===== config.mk =====
export PLATFORM = sky130hd
export DESIGN_NAME = chg_det_seq
export DESIGN_NICKNAME = d
export VERILOG_FILES = /design/src/rtl/chg_det_pkg.sv /design/src/rtl/chg_det_ctrl.sv /design/src/rtl/chg_det_dpath.sv /design/src/rtl/chg_det_seq.sv
export SDC_FILE = /design/constraint.sdc
export NUM_CORES = 1
export LEC_CHECK = 0
export BUFFER_PORTS_ARGS = -buffer_cell sky130_fd_sc_hd__clkbuf_2
export CAP_MARGIN = 40
export CELL_PAD_IN_SITES_DETAIL_PLACEMENT = 0
export CELL_PAD_IN_SITES_GLOBAL_PLACEMENT = 1
export CORE_MARGIN = 4
export CORE_UTILIZATION = 41
export CTS_CLUSTER_SIZE = 40
export DETAILED_ROUTE_END_ITERATION = 7
export PLACE_DENSITY_LB_ADDON = 0.1
export SLEW_MARGIN = 30
export SYNTH_ARGS = -nofsm -noshare
export SYNTH_HDL_FRONTEND = slang
export SYNTH_SLANG_ARGS = --single-unit
export TNS_END_PERCENT = 50

===== constraint.sdc =====
create_clock -name clk -period 2.9 [get_ports clk]
set_clock_uncertainty 0.1 [all_clocks]
set_input_delay 0 -clock clk [delete_from_list [all_inputs] [get_ports clk]]
set_output_delay 0 -clock clk [all_outputs]
set_load 0.01 [all_outputs]

===== src/rtl/chg_det_pkg.sv =====
package chg_det_pkg;

  typedef enum logic [2:0] {
    ST_IDLE, ST_DISC, ST_DCD, ST_PRI, ST_SEC, ST_DONE, ST_HOST
  } seqState_t;

  typedef enum logic [1:0] {
    RES_NONE = 2'd0, RES_SDP = 2'd1, RES_CDP = 2'd2, RES_DCP = 2'd3
  } chgCode_t;

  typedef enum logic [1:0] {
    CFG_OFF, CFG_DCD, CFG_PRI, CFG_SEC
  } phaseCfg_t;

  // strobes from the sequencer to the datapath
  typedef struct packed {
    logic      loadCfg;
    phaseCfg_t cfg;
    logic      timerClr;
    logic      elapsedClr;
    logic      elapsedAdd;
    logic      setDev;
    logic      clrDev;
    logic      setHost;
    logic      clrHost;
    logic      publish;
    chgCode_t  code;
    logic      clrCode;
  } seqStrobe_t;

endpackage


===== src/rtl/chg_det_ctrl.sv =====
module chg_det_ctrl
  import chg_det_pkg::*;
(
  input  logic       clk,
  input  logic       rstN,
  input  logic       vbusOn,
  input  logic       idHigh,
  input  logic       timerDone,
  input  logic       dcdPass,
  input  logic       priPass,
  input  logic       secPass,
  input  logic       elapsedFull,
  output seqStrobe_t strb
);

  seqState_t stateQ, stateD;

  always_ff @(posedge clk or negedge rstN) begin
    if (!rstN) stateQ <= ST_IDLE;
    else       stateQ <= stateD;
  end

  always_comb begin
    stateD = stateQ;
    strb = '0;
    strb.cfg = CFG_OFF;
    strb.code = RES_NONE;
    unique case (stateQ)
      ST_IDLE: begin
        if (!idHigh) begin
          strb.setHost = 1'b1;
          stateD = ST_HOST;
        end else if (vbusOn) begin
          strb.loadCfg = 1'b1;
          strb.cfg = CFG_DCD;
          strb.timerClr = 1'b1;
          strb.elapsedClr = 1'b1;
          stateD = ST_DCD;
        end
      end
      ST_DISC: begin
        strb.loadCfg = 1'b1;
        strb.cfg = CFG_OFF;
        stateD = ST_IDLE;
      end
      ST_DCD: begin
        if (!vbusOn) begin
          strb.loadCfg = 1'b1;
          stateD = ST_DISC;
        end else if (timerDone) begin
          if (dcdPass) begin
            strb.loadCfg = 1'b1;
            strb.cfg = CFG_PRI;
            strb.timerClr = 1'b1;
            stateD = ST_PRI;
          end else if (!elapsedFull) begin
            strb.elapsedAdd = 1'b1;
            strb.timerClr = 1'b1;
          end else begin
            strb.loadCfg = 1'b1;
            strb.publish = 1'b1;
            strb.code = RES_DCP;
            stateD = ST_DONE;
          end
        end
      end
      ST_PRI: begin
        if (!vbusOn) begin
          strb.loadCfg = 1'b1;
          stateD = ST_DISC;
        end else if (timerDone) begin
          if (priPass) begin
            strb.loadCfg = 1'b1;
            strb.cfg = CFG_SEC;
            strb.timerClr = 1'b1;
            stateD = ST_SEC;
          end else begin
            strb.loadCfg = 1'b1;
            strb.publish = 1'b1;
            strb.code = RES_SDP;
            strb.setDev = 1'b1;
            stateD = ST_DONE;
          end
        end
      end
      ST_SEC: begin
        if (!vbusOn) begin
          strb.loadCfg = 1'b1;
          stateD = ST_DISC;
        end else if (timerDone) begin
          strb.loadCfg = 1'b1;
          strb.publish = 1'b1;
          strb.code = secPass ? RES_DCP : RES_CDP;
          strb.setDev = !secPass;
          stateD = ST_DONE;
        end
      end
      ST_DONE: begin
        if (!vbusOn) begin
          strb.clrDev = 1'b1;
          strb.clrCode = 1'b1;
          stateD = ST_IDLE;
        end
      end
      ST_HOST: begin
        if (idHigh) begin
          strb.clrHost = 1'b1;
          stateD = ST_IDLE;
        end
      end
      default: stateD = ST_IDLE;
    endcase
  end


  disc_exit_chk: assert property (@(posedge clk) disable iff (!rstN)
    stateQ == ST_DISC |=> stateQ == ST_IDLE);


  host_prio_chk: assert property (@(posedge clk) disable iff (!rstN)
    (stateQ == ST_IDLE && !idHigh) |=> stateQ == ST_HOST);

endmodule


===== src/rtl/chg_det_dpath.sv =====
module chg_det_dpath
  import chg_det_pkg::*;
#(
  parameter int CTRL_W       = 8,
  parameter int STAT_W       = 8,
  parameter int DCD_POLL_MS  = 50,
  parameter int DCD_LIMIT_MS = 750,
  parameter int PRI_WAIT_MS  = 100,
  parameter int SEC_WAIT_MS  = 100,
  parameter logic [CTRL_W-1:0] DCD_A  = 8'h08,
  parameter logic [CTRL_W-1:0] DCD_B  = 8'h01,
  parameter logic [CTRL_W-1:0] PRI_A  = 8'h25,
  parameter logic [CTRL_W-1:0] SEC_A  = 8'h72,
  parameter logic [CTRL_W-1:0] INTR_V = 8'h1F
) (
  input  logic              clk,
  input  logic              rstN,
  input  logic              tickMs,
  input  logic [STAT_W-1:0] lineStat,
  input  seqStrobe_t        strb,
  output logic              timerDone,
  output logic              dcdPass,
  output logic              priPass,
  output logic              secPass,
  output logic              elapsedFull,
  output logic              phyEn,
  output logic [CTRL_W-1:0] ctrlA,
  output logic [CTRL_W-1:0] ctrlB,
  output logic [CTRL_W-1:0] intrCtl,
  output logic              devConnect,
  output logic              hostConnect,
  output logic [1:0]        resultCode,
  output logic              resultValid
);

  localparam int MAX_WAIT = (DCD_POLL_MS > PRI_WAIT_MS)
                          ? ((DCD_POLL_MS > SEC_WAIT_MS) ? DCD_POLL_MS : SEC_WAIT_MS)
                          : ((PRI_WAIT_MS > SEC_WAIT_MS) ? PRI_WAIT_MS : SEC_WAIT_MS);
  localparam int TMR_W = $clog2(MAX_WAIT + 1);
  localparam int EL_W  = $clog2(DCD_LIMIT_MS + DCD_POLL_MS + 1);
  localparam logic [STAT_W-1:0] DP_ONLY = STAT_W'(1);

  logic [TMR_W-1:0] timerCnt, waitLen;
  logic [EL_W-1:0]  elapsedMs;

  // status decode, one rule per phase
  assign dcdPass     = lineStat != DP_ONLY;
  assign priPass     = (lineStat != '0) && (lineStat != DP_ONLY);
  assign secPass     = lineStat != '0;
  assign timerDone   = tickMs && (timerCnt == waitLen - TMR_W'(1));
  assign elapsedFull = elapsedMs >= EL_W'(DCD_LIMIT_MS);

  always_ff @(posedge clk or negedge rstN) begin
    if (!rstN) begin
      timerCnt  <= '0;
      waitLen   <= TMR_W'(DCD_POLL_MS);
      elapsedMs <= '0;
    end else begin
      if (strb.timerClr)  timerCnt <= '0;
      else if (tickMs)    timerCnt <= timerCnt + TMR_W'(1);
      if (strb.loadCfg) begin
        unique case (strb.cfg)
          CFG_DCD: waitLen <= TMR_W'(DCD_POLL_MS);
          CFG_PRI: waitLen <= TMR_W'(PRI_WAIT_MS);
          CFG_SEC: waitLen <= TMR_W'(SEC_WAIT_MS);
          default: waitLen <= waitLen;
        endcase
      end
      if (strb.elapsedClr)      elapsedMs <= '0;
      else if (strb.elapsedAdd) elapsedMs <= elapsedMs + EL_W'(DCD_POLL_MS);
    end
  end

  always_ff @(posedge clk or negedge rstN) begin
    if (!rstN) begin
      phyEn   <= 1'b0;
      ctrlA   <= '0;
      ctrlB   <= '0;
      intrCtl <= '0;
    end else if (strb.loadCfg) begin
      phyEn   <= strb.cfg != CFG_OFF;
      intrCtl <= (strb.cfg != CFG_OFF) ? INTR_V : '0;
      ctrlB   <= (strb.cfg == CFG_DCD) ? DCD_B : '0;
      unique case (strb.cfg)
        CFG_DCD: ctrlA <= DCD_A;
        CFG_PRI: ctrlA <= PRI_A;
        CFG_SEC: ctrlA <= SEC_A;
        default: ctrlA <= '0;
      endcase
    end
  end

  always_ff @(posedge clk or negedge rstN) begin
    if (!rstN) begin
      devConnect  <= 1'b0;
      hostConnect <= 1'b0;
      resultCode  <= RES_NONE;
      resultValid <= 1'b0;
    end else begin
      resultValid <= strb.publish;
      if (strb.publish)      resultCode <= strb.code;
      else if (strb.clrCode) resultCode <= RES_NONE;
      if (strb.setDev)       devConnect <= 1'b1;
      else if (strb.clrDev)  devConnect <= 1'b0;
      if (strb.setHost)      hostConnect <= 1'b1;
      else if (strb.clrHost) hostConnect <= 1'b0;
    end
  end


  valid_pulse_chk: assert property (@(posedge clk) disable iff (!rstN)
    resultValid |=> !resultValid);


  valid_phy_off_chk: assert property (@(posedge clk) disable iff (!rstN)
    resultValid |-> !phyEn);


  idle_bytes_chk: assert property (@(posedge clk) disable iff (!rstN)
    !phyEn |-> (ctrlA == '0 && ctrlB == '0 && intrCtl == '0));


  elapsed_cap_chk: assert property (@(posedge clk) disable iff (!rstN)
    elapsedMs <= EL_W'(DCD_LIMIT_MS));


  one_role_chk: assert property (@(posedge clk) disable iff (!rstN)
    !(devConnect && hostConnect));


  dev_code_chk: assert property (@(posedge clk) disable iff (!rstN)
    devConnect |-> (resultCode == RES_SDP || resultCode == RES_CDP));

endmodule


===== src/rtl/chg_det_seq.sv =====
module chg_det_seq
  import chg_det_pkg::*;
#(
  parameter int CTRL_W       = 8,
  parameter int STAT_W       = 8,
  parameter int DCD_POLL_MS  = 50,
  parameter int DCD_LIMIT_MS = 750,
  parameter int PRI_WAIT_MS  = 100,
  parameter int SEC_WAIT_MS  = 100
) (
  input  logic              clk,
  input  logic              rstN,
  input  logic              tickMs,
  input  logic              vbusOn,
  input  logic              idHigh,
  input  logic [STAT_W-1:0] lineStat,
  output logic              phyEn,
  output logic [CTRL_W-1:0] ctrlA,
  output logic [CTRL_W-1:0] ctrlB,
  output logic [CTRL_W-1:0] intrCtl,
  output logic              devConnect,
  output logic              hostConnect,
  output logic [1:0]        resultCode,
  output logic              resultValid
);

  seqStrobe_t strb;
  logic timerDone, dcdPass, priPass, secPass, elapsedFull;

  chg_det_ctrl u_ctrl (
    .clk(clk), .rstN(rstN), .vbusOn(vbusOn), .idHigh(idHigh),
    .timerDone(timerDone), .dcdPass(dcdPass), .priPass(priPass),
    .secPass(secPass), .elapsedFull(elapsedFull), .strb(strb)
  );

  chg_det_dpath #(
    .CTRL_W(CTRL_W), .STAT_W(STAT_W), .DCD_POLL_MS(DCD_POLL_MS),
    .DCD_LIMIT_MS(DCD_LIMIT_MS), .PRI_WAIT_MS(PRI_WAIT_MS),
    .SEC_WAIT_MS(SEC_WAIT_MS)
  ) u_dpath (
    .clk(clk), .rstN(rstN), .tickMs(tickMs), .lineStat(lineStat),
    .strb(strb), .timerDone(timerDone), .dcdPass(dcdPass),
    .priPass(priPass), .secPass(secPass), .elapsedFull(elapsedFull),
    .phyEn(phyEn), .ctrlA(ctrlA), .ctrlB(ctrlB), .intrCtl(intrCtl),
    .devConnect(devConnect), .hostConnect(hostConnect),
    .resultCode(resultCode), .resultValid(resultValid)
  );

endmodule


## Word-level counts from Yosys, hierarchy flattened

Cells that the tools add are included.

- Reduce and logical (&&, ||, !) cells: 15
- Add/sub/neg operators: 3
- Magnitude comparators: 1
- Equality and inequality tests: 18
- Mux-type cells: 75

Operators with widths:

| kind | number |
|---|---|
| two-way mux 3 bit | 24 |
| two-way mux 1 bit | 31 |
| case mux 7 bit (3 select lines) | 1 |
| two-way mux 10 bit | 2 |
| case mux 3 bit (6 select lines) | 1 |
| two-way mux 5 bit | 3 |
| two-way mux 7 bit | 2 |
| case mux 7 bit (2 select lines) | 1 |
| nonzero test 2 bit | 7 |
| != test 3 bit (second input constant) | 4 |
| adder 10 x 6 -> 10 bit (second input constant) | 1 |
| >= comparator 10 bit (second input constant) | 1 |
| == test 3 bit (second input constant) | 3 |
| case mux 3 bit (3 select lines) | 1 |
| two-way mux 4 bit | 2 |
| != test 8 x 1 -> 1 bit (second input constant) | 1 |
| nonzero test 8 bit | 1 |
| adder 7 x 1 -> 7 bit (second input constant) | 1 |
| == test 7 bit | 1 |
| AND reduction 7 bit | 1 |
| subtractor 7 x 1 -> 7 bit (second input constant) | 1 |
| == test 3 x 2 -> 1 bit (second input constant) | 2 |
| two-way mux 2 bit | 3 |
| case mux 2 bit (3 select lines) | 1 |
| other kinds (13) | 16 |

- Output and inout port bits: 30
- Register bits: 57
- Bits of input ports: 13
- Logic and storage cells: 124

## Logic depth before layout (Yosys ltp)

- Depth after elaboration: 10
- Gate-level depth with buffers: 8
- Depth with buffers taken out: 7

## Hierarchy

A second synthesis with hierarchy kept.

- Cells, all modules: 223
- Area, all modules: 2,023.2 µm²

Modules (own cells, without submodules):

| module | cells each | sequential area each (µm²) | area an instance (µm²) | instances |
|---|---|---|---|---|
| chg_det_dpath | 152 | 701.9 | 1,531.5 | 1 |
| chg_det_ctrl | 71 | 75.1 | 491.7 | 1 |

## Worst setup path before layout

OpenSTA, ideal clock, no wires.

- Kind: flip-flop to flip-flop
- Start point: register u_dpath.waitLen[4]
- End point: register u_dpath.elapsedMs[8]
- Arrival: 2.104 ns
- Period minus slack after synthesis: 2.282 ns
- Data required time: 2.722 ns
- Stages on the path, launching flop included: 8
- Path slack: 0.618 ns
- Library setup time: 0.078 ns
- Buffers on the path: 0
- Cells stage by stage: dfstp_2 -> inv_1 -> ha_1 -> xnor2_1 -> nor4_4 -> nand4_2 -> or4_1 -> a21oi_1

- Cells in the longest elaborated chain, start to end: 7

RTL lines:

| what | RTL line | RTL |
|---|---|---|
| from (decl) | chg_det_dpath.sv:43 | `logic [TMR_W-1:0] timerCnt, waitLen;` |
| from (signal assigned) | chg_det_dpath.sv:56 | `waitLen <= TMR_W'(DCD_POLL_MS);` |
| from (signal assigned) | chg_det_dpath.sv:63 | `CFG_DCD: waitLen <= TMR_W'(DCD_POLL_MS);` |
| from (signal assigned) | chg_det_dpath.sv:64 | `CFG_PRI: waitLen <= TMR_W'(PRI_WAIT_MS);` |
| subtractor 7 x 1 -> 7 bit | chg_det_dpath.sv:50 | `assign timerDone = tickMs && (timerCnt == waitLen - TMR_W'(1));` |
| == test 7 bit | chg_det_dpath.sv:50 |  |
| logical AND 1 bit | chg_det_dpath.sv:50 |  |
| two-way mux 1 bit | chg_det_ctrl.sv:50 | `end else if (timerDone) begin` |
| two-way mux 1 bit | chg_det_ctrl.sv:47 | `if (!vbusOn) begin` |
| two-way mux 1 bit | chg_det_ctrl.sv:28 | `unique case (stateQ)` |
| nonzero test 2 bit (no line) | - |  |
| to (signal assigned) | chg_det_dpath.sv:70 | `else if (strb.elapsedAdd) elapsedMs <= elapsedMs + EL_W'(DCD_POLL_MS);` |
| to (decl) | chg_det_dpath.sv:44 | `logic [EL_W-1:0] elapsedMs;` |

No other way between the ends.
A chain may end at the register's enable or synchronous reset.

## Worst setup path in the final report

- Start point: register u_dpath.waitLen[4]
- End point: register u_ctrl.stateQ[1]

- Cells in the longest elaborated chain, start to end: 5
- Elaborated cells between the ends (all ways): 7
- Those cells by class: 1 x add/sub; 4 x eq/ne; 2 x reduce/logical

RTL lines:

| what | RTL line | RTL |
|---|---|---|
| subtractor 7 x 1 -> 7 bit * | chg_det_dpath.sv:50 |  |
| == test 7 bit * | chg_det_dpath.sv:50 |  |
| logical AND 1 bit * | chg_det_dpath.sv:50 |  |
| != test 3 bit (no line) | - |  |
| AND reduction 7 bit (no line) * | - |  |
| to (signal assigned) | chg_det_ctrl.sv:20 | `else stateQ <= stateD;` |
| to (decl) | chg_det_ctrl.sv:16 | `seqState_t stateQ, stateD;` |

Every way passes the cells marked *; elsewhere a longest branch is shown, timed or not.

==> run metrics <==
status complete, no violations; Mapped Area between 2000 and 2500 um2; GRT overflow 0; share of layout cells above drive strength 1 20.90%; largest cells by area after synthesis dfrtp_1 (35%), buf_4 (7.0%), nor3_1 (3.3%); CP peak stage delay 0.55 ns; CTS max path bufs 2; slowest CP cell dfstp_2; Port-buffer cells 31; R2R Path Start u_dpath.waitLen[4]; vias in the first global route approximately 1600; top-count cell post-synth dfrtp_1; Fin. Hold Viols 0; setup TNS 0 ns; Critical Path, Cell by Cell inv_1 > ha_1 > xnor2_1 > nor4_4 > a21oi_1 > or2_1 > o41ai_1; hold worst-path end u_dpath.devConnect; via count 1832; RSZ-0062 raised after global routing no; Placer Congestion 0.8233; Resize count post-CTS 0; FF+latch count, synth 31; Inserted Diodes 0; total iterations of the first detailed-routing run 4; first-pass GRT wire length 7962 um; via/cell ratio ~5.4; Post-Synthesis Cells 238; core area around 5100 um2; part of the Yosys area used for sequential elements 36.15%; Setup Crit Path Kind reg -> reg; Clock Tree Root clkbuf_8; dominant synthesized flop cell dfrtp_1; endpoints failing setup 0; Pleak roughly 0.0011 uW; Initial Util 42.09%; worst min-delay path category in -> reg; Cell variety after synth 63; Final period util 86.96%; H-Tree Depth 2; Critical Path Source Type flip-flop; clk_lat worst skew 0.29 ns; Non-Filler Instances between 300 and 400; Die Span X 80.41 um; post-route setup slack ~0.38 ns; crit path max fanout 6; Max Clk Rate 0.3965 GHz; placed insts 325; Post-synth EDFFs 0; cts bufs inserted 5; PD cells roughly 700 nW/um2; Crit path max-delay family simple AND/OR/NAND/NOR gates; area delta synth->final 14.78%; Register-to-Register Path Depth 7; TritonCTS clock tree yes; post-DP HPWL 3590 um; Slew @ Worst Pin 0.6158 ns; Crit path required time 2.98 ns; Synth top area share 34.92%; slew margin rel. 58.60%; Final ANT Viol Nets 0; CP endpoint kind flip-flop; hold path cells 3; Syn. warnings 0; commonest cells in the netlist dfrtp_1 (30), buf_4 (20), nand2_1 (17); CP Buf/Inv Count 1; Row Count 26; Layout Nets ~290; RR Endpoint u_ctrl.stateQ[1]; Ports 43; final WL 4851 um; clock sink count 31; Post-Place Setup Slack 0.3976 ns; # DRC 0; Total Power 1709 uW; Clk pin slew, worst setup/hold paths 0.07 ns; initial antenna violation count 0; largest net degree at the start of global routing 32; worst reg2reg setup slack 0.38 ns; post-synth top area cell dfrtp_1; GRT Resource Usage Total between 10% and 20%; Worst Path Arrival 2.60 ns; maximum vdd drop around 270 uV; HP Start vbusOn; final slew viol count 0; drt initial violations 78; Post-synth ARST share 100.0%; max_cap viols 0; final period demand of the worst path 2.522 ns; wire per inst between 10 and 15 um; Die ar. around 6500 um2; Avg Cell Area, Syn 9.032 um2; Die H 80.41 um
[worst max-delay path by stage]
| stage | from | end | depth (start not counted) |
|---|---|---|---|
| final | u_dpath.waitLen[4] | u_ctrl.stateQ[1] | 7 |
| after floorplan | u_dpath.waitLen[4] | u_dpath.elapsedMs[8] | 7 |
| after global placement | u_dpath.waitLen[4] | u_dpath.elapsedMs[8] | 7 |
| after global routing | u_dpath.waitLen[4] | u_ctrl.stateQ[1] | 7 |
| after CTS | u_dpath.waitLen[4] | u_ctrl.stateQ[1] | 7 |
| after detailed placement | u_dpath.waitLen[4] | u_dpath.elapsedMs[8] | 7 |
[cell usage in the layout, fill, tap and decap left out, drive strengths merged, types with 3 or more instances in the layout]
master	count
nor4	4
nor3	15
inv	10
and2	6
xor2	5
nand2	17
clkbuf	37
a21oi	13
buf	6
o21ai	12
dlygate4sd3	4
dfrtp	30
mux2	3
nand4	8
or3	3
ha	5
xnor2	7
nor2	12
o211ai	3
a21o	3
nand3	7
conb	11
a31o	3
or4	3
[cells by family after synthesis]
group                      synth area share [%]
and+or+nand+nor                           26.72
AOI/OAI and AO/OA                         16.76
buffers and inverters                     10.36
DFF                                       36.15
xor gates and xnor gates                  4.889
adders and majority gates                 2.910
muxes                                     2.037
other                                    0.1745
[per-stage QoR]
step	hold WS, ns	utilization (%)	area, um2
after floorplan	-0.3956	-	2187
final	0.02263	48.31	2467
after global routing	0.06209	48.31	2467
after global placement	0.03189	44.68	2282
after detailed placement	0.02899	44.68	2282
after CTS	0.01376	47.77	2440
[worst min-delay path: cells and delay by family]
family,cells,cell delay [ns]
buffers and inverters,1,0.20
and+or+nand+nor,2,0.17
[sequential cells by signal, summed over array words and instances, names as in the netlist]
signal               cells
u_dpath.timerCnt         7
u_ctrl.stateQ            3
u_dpath.resultValid      1
u_dpath.ctrlA            3
u_dpath.resultCode       2
u_dpath.ctrlB            1
u_dpath.intrCtl          1
u_dpath.waitLen          2
u_dpath.hostConnect      1
u_dpath.elapsedMs        9
u_dpath.devConnect       1
[metal layers]
layer | GRT usage (%) | share of wire [%]
met5 | 0 | 0
met4 | 6.926 | 1.5
met3 | 3.139 | 4.8
met2 | 24.92 | 46
met1 | 21.44 | 47
[power by group]
| group | switching [uW] | leakage (uW) | internal, uW |
|---|---|---|---|
| Combinational | 391 | 0.000649 | 277 |
| Sequential | 73.3 | 0.000415 | 510 |
| Clock | 180 | 0.0000612 | 278 |
| Total | 644 | 0.00112 | 1060 |
[area by class of cell]
class | count | area, um2
Clock buffer | 6 | 82.58
Clock inverter | 2 | 35.03
Fill cell | 544 | 2640
Inverter | 10 | 37.54
Multi-Input combinational cell | 178 | 1187
Sequential cell | 31 | 777.0
Tap cell | 70 | 87.58
Timing Repair Buffer | 41 | 260.3
[timing repair]
| item | in CTS | in global routing |
|---|---|---|
| hold buffers | 4 | 0 |
| buffers inserted | 0 | 0 |
| hold endpoints to repair | 33 | 0 |
Note: power is estimated with default switching activity, not from simulation.
